**src/rtl/irq_res_pkg.sv**
```systemverilog
package irq_res_pkg;

    // Urgency key: smaller is more urgent. Fixed sources sit below every
    // configurable level; the idle level is above everything.
    localparam int          KEY_W    = 5;
    localparam logic [4:0]  KEY_NMI  = 5'd0;
    localparam logic [4:0]  KEY_HF   = 5'd1;
    localparam logic [4:0]  KEY_OFS  = 5'd2;
    localparam logic [4:0]  KEY_IDLE = 5'd31;

    localparam logic [7:0]  VEC_NMI  = 8'd2;
    localparam logic [7:0]  VEC_HF   = 8'd3;
    localparam logic [7:0]  VEC_EXT0 = 8'd16;

    typedef enum logic [1:0] {
        SEL_PRIO = 2'd0,
        SEL_CTRL = 2'd1,
        SEL_MASK = 2'd2,
        SEL_NONE = 2'd3
    } reg_sel_e;

    function automatic logic [KEY_W-1:0] cfg_key(input logic [3:0] p);
        return {1'b0, p} + KEY_OFS;
    endfunction

endpackage

```
**src/rtl/irq_res_cfg.sv**
```systemverilog
module irq_res_cfg #(
    parameter int NUM_EXT = 8,
    parameter int IDX_W   = 7
) (
    input  logic                    clk,
    input  logic                    rst_n,
    input  logic                    wr_prio,
    input  logic                    wr_ctrl,
    input  logic                    wr_mask,
    input  logic [IDX_W-1:0]        wr_idx,
    input  logic [3:0]              wr_hi,
    input  logic                    wr_en_bit,
    output logic [NUM_EXT-1:0][3:0] prio,
    output logic [NUM_EXT-1:0]      en,
    output logic [3:0]              bmask
);

    typedef struct packed {
        logic [NUM_EXT-1:0][3:0] prio;
        logic [NUM_EXT-1:0]      en;
        logic [3:0]              bmask;
    } cfg_t;

    cfg_t cfg_d, cfg_q;

    always_comb begin
        cfg_d = cfg_q;
        for (int n = 0; n < NUM_EXT; n++) begin
            if (wr_idx == IDX_W'(n)) begin
                if (wr_prio) cfg_d.prio[n] = wr_hi;
                if (wr_ctrl) cfg_d.en[n]   = wr_en_bit;
            end
        end
        if (wr_mask) cfg_d.bmask = wr_hi;
    end

    always_ff @(posedge clk or negedge rst_n) begin
        if (!rst_n) cfg_q <= '0;
        else        cfg_q <= cfg_d;
    end

    assign prio  = cfg_q.prio;
    assign en    = cfg_q.en;
    assign bmask = cfg_q.bmask;

endmodule

```
**src/rtl/irq_res_pick.sv**
```systemverilog
module irq_res_pick #(
    parameter int N  = 10,
    parameter int W  = 5,
    parameter int IW = $clog2(N)
) (
    input  logic [N-1:0]        cand,
    input  logic [N-1:0][W-1:0] key,
    output logic                found,
    output logic [IW-1:0]       idx,
    output logic [W-1:0]        best
);

    // Strict compare keeps the lowest index on a tie.
    always_comb begin
        found = 1'b0;
        idx   = '0;
        best  = '1;
        for (int i = 0; i < N; i++) begin
            if (cand[i] && (!found || key[i] < best)) begin
                found = 1'b1;
                idx   = IW'(i);
                best  = key[i];
            end
        end
    end

endmodule

```
**src/rtl/irq_prio_resolver.sv**
```systemverilog
module irq_prio_resolver
    import irq_res_pkg::*;
#(
    parameter int NUM_EXT = 8,
    parameter int IDX_W   = 7
) (
    input  logic               clk,
    input  logic               rst_n,
    input  logic               nmi_req,
    input  logic               fault_req,
    input  logic [NUM_EXT-1:0] ext_irq,
    input  logic               reg_we,
    input  logic [IDX_W+1:0]   reg_addr,
    input  logic [7:0]         reg_wdata,
    output logic [7:0]         reg_rdata,
    output logic               irq_req,
    output logic [7:0]         irq_vec,
    input  logic               irq_ack,
    input  logic               exc_return,
    output logic               tail_chain
);

    localparam int NSRC = NUM_EXT + 2;   // 0: NMI, 1: hard fault, 2+n: line n
    localparam int IW   = $clog2(NSRC);

    typedef struct packed {
        logic [NSRC-1:0] pend;
        logic [NSRC-1:0] act;
        logic            ret;
        logic            tail;
    } state_t;

    state_t st_d, st_q;

    reg_sel_e         sel;
    logic [IDX_W-1:0] idx;
    logic             unused_wbits;

    assign sel          = reg_sel_e'(reg_addr[IDX_W+1:IDX_W]);
    assign idx          = reg_addr[IDX_W-1:0];
    assign unused_wbits = ^reg_wdata[3:2];

    logic [NUM_EXT-1:0][3:0] cfg_prio;
    logic [NUM_EXT-1:0]      cfg_en;
    logic [3:0]              cfg_bmask;

    irq_res_cfg #(.NUM_EXT(NUM_EXT), .IDX_W(IDX_W)) u_cfg (
        .clk       (clk),
        .rst_n     (rst_n),
        .wr_prio   (reg_we && sel == SEL_PRIO),
        .wr_ctrl   (reg_we && sel == SEL_CTRL),
        .wr_mask   (reg_we && sel == SEL_MASK),
        .wr_idx    (idx),
        .wr_hi     (reg_wdata[7:4]),
        .wr_en_bit (reg_wdata[0]),
        .prio      (cfg_prio),
        .en        (cfg_en),
        .bmask     (cfg_bmask)
    );

    // Urgency keys and eligibility gates per source
    logic [NSRC-1:0][KEY_W-1:0] key;
    logic [NSRC-1:0]            gate;

    always_comb begin
        key[0]  = KEY_NMI;
        key[1]  = KEY_HF;
        gate[0] = 1'b1;
        gate[1] = 1'b1;
        for (int n = 0; n < NUM_EXT; n++) begin
            key[2+n]  = cfg_key(cfg_prio[n]);
            gate[2+n] = cfg_en[n] && !(cfg_bmask != 4'd0 && cfg_prio[n] >= cfg_bmask);
        end
    end

    logic             win_found, act_found;
    logic [IW-1:0]    win_idx, act_idx;
    logic [KEY_W-1:0] win_best, act_best, exec_key;

    irq_res_pick #(.N(NSRC), .W(KEY_W), .IW(IW)) u_pick_pend (
        .cand  (st_q.pend & ~st_q.act & gate),
        .key   (key),
        .found (win_found),
        .idx   (win_idx),
        .best  (win_best)
    );

    irq_res_pick #(.N(NSRC), .W(KEY_W), .IW(IW)) u_pick_act (
        .cand  (st_q.act),
        .key   (key),
        .found (act_found),
        .idx   (act_idx),
        .best  (act_best)
    );

    assign exec_key   = act_found ? act_best : KEY_IDLE;
    assign irq_req    = win_found && (win_best < exec_key);
    assign irq_vec    = (win_idx < IW'(2)) ? (8'(win_idx) + VEC_NMI)
                                           : (8'(win_idx) - 8'd2 + VEC_EXT0);
    assign tail_chain = st_q.tail;

    logic take;
    assign take = irq_req && irq_ack;

    always_comb begin
        st_d = st_q;
        st_d.pend[0] = st_q.pend[0] | nmi_req;
        st_d.pend[1] = st_q.pend[1] | fault_req;
        for (int n = 0; n < NUM_EXT; n++) begin
            st_d.pend[2+n] = st_q.pend[2+n] | (ext_irq[n] & cfg_en[n]);
            if (reg_we && sel == SEL_CTRL && idx == IDX_W'(n))
                st_d.pend[2+n] = reg_wdata[1];
        end
        if (exc_return && act_found)
            st_d.act[act_idx] = 1'b0;
        if (take) begin
            st_d.pend[win_idx] = 1'b0;
            st_d.act[win_idx]  = 1'b1;
        end
        st_d.ret  = exc_return;
        st_d.tail = take && st_q.ret;
    end

    always_ff @(posedge clk or negedge rst_n) begin
        if (!rst_n) st_q <= '0;
        else        st_q <= st_d;
    end

    // Register read mux
    always_comb begin
        reg_rdata = 8'h00;
        case (sel)
            SEL_PRIO: for (int n = 0; n < NUM_EXT; n++)
                          if (idx == IDX_W'(n)) reg_rdata = {cfg_prio[n], 4'h0};
            SEL_CTRL: for (int n = 0; n < NUM_EXT; n++)
                          if (idx == IDX_W'(n))
                              reg_rdata = {5'b0, st_q.act[2+n], st_q.pend[2+n], cfg_en[n]};
            SEL_MASK: reg_rdata = {cfg_bmask, 4'h0};
            default:  reg_rdata = 8'h00;
        endcase
    end


    take_marks_active_chk: assert property (@(posedge clk) disable iff (!rst_n)
        (irq_req && irq_ack) |=> (st_q.act[$past(win_idx)] && !st_q.pend[$past(win_idx)]));


    nmi_first_chk: assert property (@(posedge clk) disable iff (!rst_n)
        (st_q.pend[0] && !st_q.act[0]) |-> (irq_req && irq_vec == VEC_NMI));


    mask_blocks_chk: assert property (@(posedge clk) disable iff (!rst_n)
        (irq_req && irq_vec >= VEC_EXT0 && cfg_bmask != 4'd0)
            |-> (cfg_prio[win_idx - IW'(2)] < cfg_bmask));


    return_clears_chk: assert property (@(posedge clk) disable iff (!rst_n)
        (exc_return && act_found) |=> !st_q.act[$past(act_idx)]);


    tail_cause_chk: assert property (@(posedge clk) disable iff (!rst_n)
        tail_chain |-> ($past(irq_req && irq_ack) && $past(exc_return, 2)));

endmodule

```
**config.mk**
```make
export PLATFORM = sky130hd
export DESIGN_NAME = irq_prio_resolver
export DESIGN_NICKNAME = d
export VERILOG_FILES = /design/src/rtl/irq_res_pkg.sv /design/src/rtl/irq_res_cfg.sv /design/src/rtl/irq_res_pick.sv /design/src/rtl/irq_prio_resolver.sv
export SDC_FILE = /design/constraint.sdc
export NUM_CORES = 1
export LEC_CHECK = 0
export BUFFER_PORTS_ARGS = -buffer_cell sky130_fd_sc_hd__buf_2
export CORE_ASPECT_RATIO = 1.75
export CORE_MARGIN = 2
export CORE_UTILIZATION = 45
export CTS_CLUSTER_DIAMETER = 60
export CTS_CLUSTER_SIZE = 16
export DETAILED_ROUTE_END_ITERATION = 10
export PLACE_DENSITY = 0.7
export SYNTH_ARGS = -nofsm -noshare
export SYNTH_HDL_FRONTEND = slang
export SYNTH_SLANG_ARGS = --single-unit
```
**constraint.sdc**
```tcl
create_clock -name clk -period 13.6 [get_ports clk]
set_input_delay 0 -clock clk [delete_from_list [all_inputs] [get_ports clk]]
set_output_delay 0 -clock clk [all_outputs]
set_load 0.05 [all_outputs]
```
Word-level counts from Yosys, hierarchy flattened

Cells that the tools add are included.

Register bits: 66
Input bits: 32
Output and inout port bits: 18
Word-level logic and storage cells: 304

Add/sub/neg operators: 11
$lt $le $gt $ge: 32
Equality and inequality tests: 9
Muxes and demuxes: 91
Bitwise gates (word level): 26
Reduce and logical (&&, ||, !) cells: 114

Operator list:

| cell                | number |
|---|---|
| $mux 8              | 16 |
| $mux 5              | 21 |
| $lt 5x5->1          | 17 |
| $logic_and 1x1->1   | 51 |
| $add 4x2->5 const B | 9 |
| $and 10x10->10      | 4 |
| $ge 4x4->1          | 8 |
| $mux 1              | 32 |
| $reduce_and 2->1    | 16 |
| $not 10->10         | 3 |
| $eq 7x3->1 const B  | 4 |
| $mux 3              | 9 |
| $logic_not 1->1     | 26 |
| $pmux 8 s3          | 1 |
| $mux 20             | 1 |
| $logic_or 1x1->1    | 18 |
| $mux 4              | 4 |
| $eq 7x2->1 const B  | 2 |
| $lt 1x5->1 const A  | 2 |
| $lt 4x5->1 const B  | 2 |
| $mux 10             | 1 |
| $or 1x1->1          | 10 |
| $or 10x10->10       | 1 |
| $and 1x1->1         | 8 |
| 12 further kinds    | 17 |

Logic depth before layout (Yosys ltp)

Gate-level depths: netlist of run 1.

Word-level depth: 49
Mapped depth: 81
Mapped depth without buffers: 79

Cells and area by module

Synthesis of run 1 repeated with hierarchy kept, for this count alone.

Cells, all modules: 1,144
Area total of the unflattened synthesis: 9,680.5 um^2

By module, submodules not included:

| module                     | times used | cells each | area an instance (um^2) | seq. area each (um^2) |
|---|---|---|---|---|
| irq_prio_resolver          | 1          | 347        | 3,022.9                 | 550.5 |
| irq_res_pick (u_pick_act)  | 1          | 352        | 2,502.4                 | 0.0 |
| irq_res_pick (u_pick_pend) | 1          | 332        | 2,378.5                 | 0.0 |
| irq_res_cfg                | 1          | 113        | 1,776.7                 | 1,101.1 |

Least setup slack after synthesis of run 1

No wires, ideal clock.

Path type: flip-flop to output port
Start point: register st_q[2] (netlist bit)
End point: output port irq_vec[3]
Data arrival time: 15.038 ns
Path slack: -1.438 ns
Cell stages (with the launch flop): 74
Buffers on the path: 4
Cell sequence: dfrtp_1 > nor2b_1 > nor2_1 > inv_1 > ha_1 > o21a_1 > o31ai_1 > a211oi_1 > nor2_1 > a21oi_1 > ha_1 > a21oi_1 > o21ai_0 > o21ai_0 > nand4_2 > clkbuf_1 > o21ai_0 > ha_1 > [... 38 more ...] > a21oi_1 > o21a_1 > clkbuf_1 > nand2_1 > and2_1 > ha_1 > and4_1 > nand2_1 > a311oi_2 > o21ai_2 > inv_1 > buf_2 > o21ai_0 > ha_1 > ha_1 > nor2b_1 > o221ai_1 > nor3b_1

Cells in the longest elaborated chain, start to end: 43
Elaborated cells between the ends (all ways): 71

Ends and longest elaborated chain:

| what                                                 | line                     | source |
|---|---|---|
| start, declared                                      | irq_prio_resolver.sv:33  | `state_t st_d, st_q;` |
| start signal, assigned                               | irq_prio_resolver.sv:126 | `else st_q <= st_d;` |
| $not 10->10 *                                        | irq_prio_resolver.sv:81  | `.cand (st_q.pend & ~st_q.act & gate),` |
| $and 10x10->10 * (2 in a row)                        | irq_prio_resolver.sv:81  |  |
| $mux 5 / $mux 1 (equally long branches)              | irq_res_pick.sv:19       | `if (cand[i] && (!found \|\| key[i] < best)) begin` |
| $lt 1x5->1 / $logic_not 1->1 (equally long branches) | irq_res_pick.sv:19       |  |
| $logic_or 1x1->1                                     | irq_res_pick.sv:19       |  |
| $logic_and 1x1->1                                    | irq_res_pick.sv:19       |  |
| $mux 5 / $mux 1 (equally long branches)              | irq_res_pick.sv:19       |  |
| $lt 5x5->1 / $logic_not 1->1 (equally long branches) | irq_res_pick.sv:19       |  |
| [... 26 more ...]                                    | n/a                      |  |
| $mux 5 / $mux 1 (equally long branches)              | irq_res_pick.sv:19       |  |
| $lt 5x5->1 / $logic_not 1->1 (equally long branches) | irq_res_pick.sv:19       |  |
| $logic_or 1x1->1                                     | irq_res_pick.sv:19       |  |
| $logic_and 1x1->1                                    | irq_res_pick.sv:19       |  |
| $mux 4 *                                             | irq_res_pick.sv:19       |  |
| $sub 4x2->5                                          | irq_prio_resolver.sv:99  | `: (8'(win_idx) - 8'd2 + VEC_EXT0);` |
| $add 5x6->7                                          | irq_prio_resolver.sv:99  |  |
| $mux 8 *                                             | irq_prio_resolver.sv:98  | `assign irq_vec = (win_idx < IW'(2)) ? (8'(win_idx) + VEC_NMI)` |
| end, declared                                        | irq_prio_resolver.sv:17  | `output logic [7:0] irq_vec,` |

Mark *: on every way between the ends. The rest lies on a longest branch, timed or not.

==> results of run 1 <==
## layout make-up
type                            count  area (um^2)
Multi-Input combinational cell    823         7190
Fill cell                        1385         5820
Timing Repair Buffer              335         2480
Sequential cell                    66         1650
Tap cell                          234          293
Clock buffer                       11          253
Inverter                           58          221
Clock inverter                      5         52.6
## state kept, by name, summed over array words and instances, names as in the netlist
name and count:
st_q 21, tail_chain 1, u_cfg.bmask 4, u_cfg.en 8, u_cfg.prio 32
## power by group
part	internal [mW]	switching [mW]	leakage, nW	total, mW
clock network	0.151	0.0861	0.151	0.237
registers	0.219	0.0262	0.844	0.245
logic	0.897	0.884	4.74	1.78
## timing repair
| action | CTS | global route |
|---|---|---|
| hold buffers | 4 | 0 |
| endpoints found under the hold margin | 69 | 0 |
| pin swaps | 38 | 58 |
| buffers inserted | 70 | 29 |
| endpoints found under the setup margin | 26 | 27 |
| resized for setup | 97 | 73 |
## Yosys cell counts (6+ instances only)
library cell / count
nor2_1: 65
a31oi_1: 18
a21o_1: 36
nand2b_1: 17
mux2i_1: 13
nand3_1: 16
o31a_1: 6
nand2_1: 91
nor3_1: 27
o31ai_1: 14
a21oi_1: 66
clkbuf_1: 18
a211oi_1: 17
nor2b_1: 23
ha_1: 105
o21ai_0: 58
mux2_2: 63
nand4_1: 7
a211o_1: 6
dfrtp_1: 66
o21a_1: 13
mux4_2: 9
inv_1: 56
and3_1: 12
nor3b_1: 7
and2_1: 9
o211ai_1: 7
## routing by layer
| metal | track usage (%) | routed length (um) | vias to the layer above |
|---|---|---|---|
| met5 | 0 | 0 | - |
| met4 | 31.0 | 3650 | 0 |
| met1 | 33.3 | 11100 | 4555 |
| met2 | 61.2 | 17200 | 451 |
| li1 | - | - | 4339 |
| met3 | 3.57 | 1480 | 203 |
## placed cells by master (no fill, tap or decap), types with 8 or more instances in the layout
cell         n
nand2b_1    16
nand2_2     10
mux2_4       9
buf_4      281
nor2_1      54
o31ai_1      8
nand2_1     79
mux2i_1     11
o21ai_2     11
o21ai_0     42
buf_6       13
inv_1       50
nand3_1     14
buf_2       37
a21o_1      36
mux4_2       9
clkbuf_16    9
ha_1        83
nor2b_1     19
mux2_2      55
nor3_1      18
a21oi_2     15
dfrtp_1     64
ha_4        20
a211oi_1    14
a21oi_1     46
a31oi_1     13
and3_1       9
o21a_1      11
## cell families after synthesis
kind of cell	synth area share, %
compound gates	27.0
xor+xnor	0.961
fa+ha+maj	16.1
buf+inv	4.35
flops	20.1
mux	12.9
other cells	0.0457
simple gates	18.5
## path summary, 6_finish.rpt
path	startpoint	endpoint	slack (ps)	depth (start not counted)
setup / recovery	u_cfg.prio[2]$_DFFE_PN0P_	st_q[12]$_DFF_PN0_	-880	74
hold / removal	reg_wdata[0]	u_cfg.en[0]$_DFFE_PN0P_	50	2
setup reg to reg	u_cfg.prio[2]$_DFFE_PN0P_	st_q[12]$_DFF_PN0_	-880	74
hold reg to reg	st_q[1]$_DFF_PN0_	tail_chain$_DFF_PN0_	490	1
max in group asynchronous	rst_n	u_cfg.bmask[0]$_DFFE_PN0P_	12630	3
min in group asynchronous	rst_n	u_cfg.prio[6]$_DFFE_PN0P_	400	3
==> run metrics, run 1 <==
Diodes inserted=0; Synth Warn #=0; largest fanout on the critical path=7; first-pass GRT wire length=approximately 51 mm; slowest stage delay, CP=approximately 420 ps; DR vias=around 9.5k; Final Critical Period=14,480 ps; crit end category=register; final hold violation count=0; FMAX=69.1 MHz; Initial Util=a little under half; Arrival @ worst endpoint=14,690 ps; Most common cell on crit path=ha_4; worst min path class=input pin to register; DR pass1 iterations=5; gpl congestion=about 1.0; final core utilization=between 60% and 70%; detailed placement HPWL=24.5 mm; dpl cell area=10,300 um^2; vias in the first global route=slightly below 10k; post-synthesis sequential area ratio=20.1%; port bufs=between 40 and 50; max-cap viol count=0; Leak Pwr=5.73 nW; Crit path buffers/inverters=4; H-Tree Depth=3; Core Area=18,000 um^2; Synth Cell Area=a little over 8000 um^2; final net count=1,430; boundary pin count=50; Overall Global Routing Usage=approximately a third; Vias/cell=6.23; top-area cell type share of the netlist area=between 20% and 30%; RSZ-0062 raised after global routing=yes; Post-DRT Antenna Nets=0; largest net degree at the start of global routing=67; GRT overflow=0; Core Rows=65; asr flop ratio synth=100%; CTS max path bufs=2; 1st-iter DRT viols=521; Die X=106 um; library cells used by synthesis=91; Worst-path clk slew=60 ps; Post-Layout Inst Area=around 12,000 um^2; Least-Margin Pin Slew=1240 ps; failing checks=setup timing; layout cells sized above 1=between 40% and 50%; clk_skew=9.86 ps; Worst Path Required=13,810 ps; CP max stage cell=dfrtp_1; status=finished, violations left; final worst slack=-877 ps; number of flops mapped to enable cells by yosys=0; Peak VDD IR=around 0.00023 V; critical path launch point type=register; synthesized flop and latch total=66; Die H=approximately 180 um; Avg Inst Size Synth=between 8 and 9 um^2; die footprint=slightly below 20,000 um^2; slew margin rel.=17.2%; Period Utilization, post-route=106%; top cells by area, synth=dfrtp_1 (20%), ha_1 (16%), mux2_2 (8.7%), nand2_1 (4.2%), a21oi_1 (4.0%); worst skew pair latency=330 ps; CTS tree=yes; final slew viol count=0; Min Hold Slack=approximately 45 ps; pwr dens=186 nW/um^2; cell family with most CP delay=compound AO/OA/AOI/OAI gates; Cell Count, Final, Fillers Out=roughly 1.5k; clk sink count=66; drt drc=0; final setup violating endpoints=26; final setup TNS=-18,740 ps; Setup CP Type=register to register; Post-Synthesis Cells=972; Syn-to-layout area delta=48.2%; clock root cell=clkbuf_16; predominant post-synthesis flop cell=dfrtp_1; WL/cell=21.8 um; leading area contributor after synthesis=dfrtp_1; Routed WL=33.4 mm; total CTS buffers=9; Pwr Total=2.26 mW; dpl ws=-1020 ps; placed cells=1,414; initial antenna violation count=0
Power figures use the tool's default switching activity.
==> inputs of run 2 (changes only) <==
Settings changed: PLACE_DENSITY 0.7 to 0.66.
==> run 2 against run 1 <==
  * The run ends with capacitance limit, slew limit, setup timing left
  * Non-clock buffer count up 15
  * Power up 5.6%
  * Register-to-register slack worse by 40 ps
  * Wire length up 12%
  * Fmax down 0.30%
  * Design area up 3.0%
  * Critical path depth down 3
  * Clock skew up 1.0 ps
  * Critical path type unchanged
==> run metrics, run 2 (synthesis results as in run 1) <==
Setup CP Type=register to register; Net Sw Power=1.09 mW; max-cap viol count=1; Leak Pwr=between 5 and 6 nW; final hold violation count=0; FMAX=between 60 and 70 MHz; Sequential Area=1660 um^2; DR pass1 iterations=5; Least-Margin Pin Slew=1610 ps; fill count=1,321; die footprint=19,400 um^2; Net Sw Frac=45.6%; most frequent cells in the layout=buf_4 (296), nand2_1 (78), ha_1 (75); CTS tree=yes; Initial Util=45.6%; Min Hold Slack=48.0 ps; final setup TNS=-18,660 ps; Die X=about 110 um; CTS max path bufs=2; Pint=1.30 mW; Multi-input gate area=roughly 7500 um^2; Comb power frac=80.3%; Peak VDD IR=0.000183 V; pwr dens=191 nW/um^2; final worst slack=-920 ps; largest fanout on the critical path=5; Worst-path clk slew=60 ps; largest net degree at the start of global routing=67; Final Critical Period=between 10,000 and 15,000 ps; 1st-iter DRT viols=around 750; Period Utilization, post-route=107%; slowest stage delay, CP=~520 ps; drt drc=0; critical path launch point type=register; placed cells=1,405; slew margin rel.=-8.48%; clock root cell=clkbuf_16; commonest non-fill, non-tap cell in the layout=buf_4; Core Area=18,000 um^2; first-pass GRT wire length=53.0 mm; clk sink count=66; layout cells sized above 1=47.8%; CP max stage cell=or4b_4; Cell Count, Final, Fillers Out=between 1.5k and 2k; RSZ-0062 raised after global routing=yes; worst min path class=input pin to register; crit end category=register; DR vias=between 9k and 10k; status=finished, violations left; Worst Path Required=about 14,000 ps; Reg power frac=10.3%; final net count=1,445; number of flip-flops in the largest register=32; Die H=183 um; failing checks=capacitance limit, slew limit, setup timing; Post-DRT Antenna Nets=0; Vias/cell=6.44; WL/cell=24.2 um; detailed placement HPWL=~25 mm; port bufs=43; boundary pin count=50; worst skew pair latency=340 ps; H-Tree Depth=3; Most common cell on crit path=a21o_1; final core utilization=69.6%; Arrival @ worst endpoint=between 10,000 and 15,000 ps; clk_skew=10.9 ps; Routed WL=between 30 and 40 mm; GRT overflow=0; Core Rows=65; initial antenna violation count=0; Diodes inserted=0; total CTS buffers=9; clock share of power=9.4%; final setup violating endpoints=25; final slew viol count=8; gpl congestion=0.984; Overall Global Routing Usage=35.6%; vias in the first global route=9,787; Syn-to-layout area delta=52.7%
[run 2: changes by cell type in the layout (fill, tap and decap cells not counted), sizes merged]
cell | previous run | this run
bufinv | 1 | 0
clkbuf | 11 | 14
buf | 331 | 346
clkinv | 5 | 3
[run 2: path summary, 6_finish.rpt]
kind | start | cells past startpoint | slack, ps | endpoint
setup reg to reg | u_cfg.prio[2]$_DFFE_PN0P_ | 71 | -920 | st_q[14]$_DFF_PN0_
hold / removal | reg_wdata[5] | 3 | 50 | u_cfg.prio[9]$_DFFE_PN0P_
hold reg to reg | st_q[1]$_DFF_PN0_ | 1 | 490 | tail_chain$_DFF_PN0_
min in group asynchronous | rst_n | 3 | 390 | u_cfg.bmask[3]$_DFFE_PN0P_
max in group asynchronous | rst_n | 3 | 12580 | st_q[2]$_DFF_PN0_
setup / recovery | u_cfg.prio[2]$_DFFE_PN0P_ | 71 | -920 | st_q[14]$_DFF_PN0_
[run 2: through the flow]
| step | worst slack [ps] | instance area [um^2] | power, mW |
|---|---|---|---|
| 3_3_place_gp | -1480 | 10200 | 1.55 |
| 5_1_grt | -1320 | 12500 | 2.50 |
| 4_1_cts | -165 | 11900 | 2.12 |
| 3_5_place_dp | -1610 | 10200 | 1.58 |
| 2_1_floorplan | 2.64 | 8490 | 1.08 |
| 6_report | -920 | 12500 | 2.39 |
[run 2: power by group through the flow]
stage	Sequential (mW)	Combinational [mW]	Clock, mW
after floorplan	0.244	0.833	0
after CTS	0.244	1.65	0.224
after global routing	0.247	2.02	0.232
after detailed placement	0.246	1.33	0
after global placement	0.245	1.31	0
final	0.246	1.92	0.225
[run 2: critical path: cells and delay by family (launching register included)]
family / cells / cell delay, ps
compound gates: 28 / 5550
fa+ha+maj: 10 / 2660
buf+inv: 10 / 1560
flops: 1 / 430
mux: 6 / 1850
simple gates: 17 / 2340
[run 2: routing by layer]
metal | GRT usage, % | share of wire, % | vias up
li1 | - | - | 4379
met1 | 35.1 | 33 | 4713
met2 | 64.2 | 50 | 584
met3 | 4.64 | 5.7 | 293
met4 | 30.9 | 12 | 0
met5 | 0 | 0 | -
[run 2: area by class of cell]
type,instances,area share (%)
repair buffers,350,20.7
clock buffers,14,2.19
flip-flops and latches,66,13.2
well taps,234,2.34
inverters,58,1.81
multi-input cells,823,59.6
clock inverters,2,0.0999
[run 2: what timing repair did]
action	4_1_cts	5_1_grt
hold endpoints to repair	69	0
hold buffers	4	0
setup endpoints to repair	25	27
buffers inserted	102	21
resized for setup	131	88
pin swaps	75	73
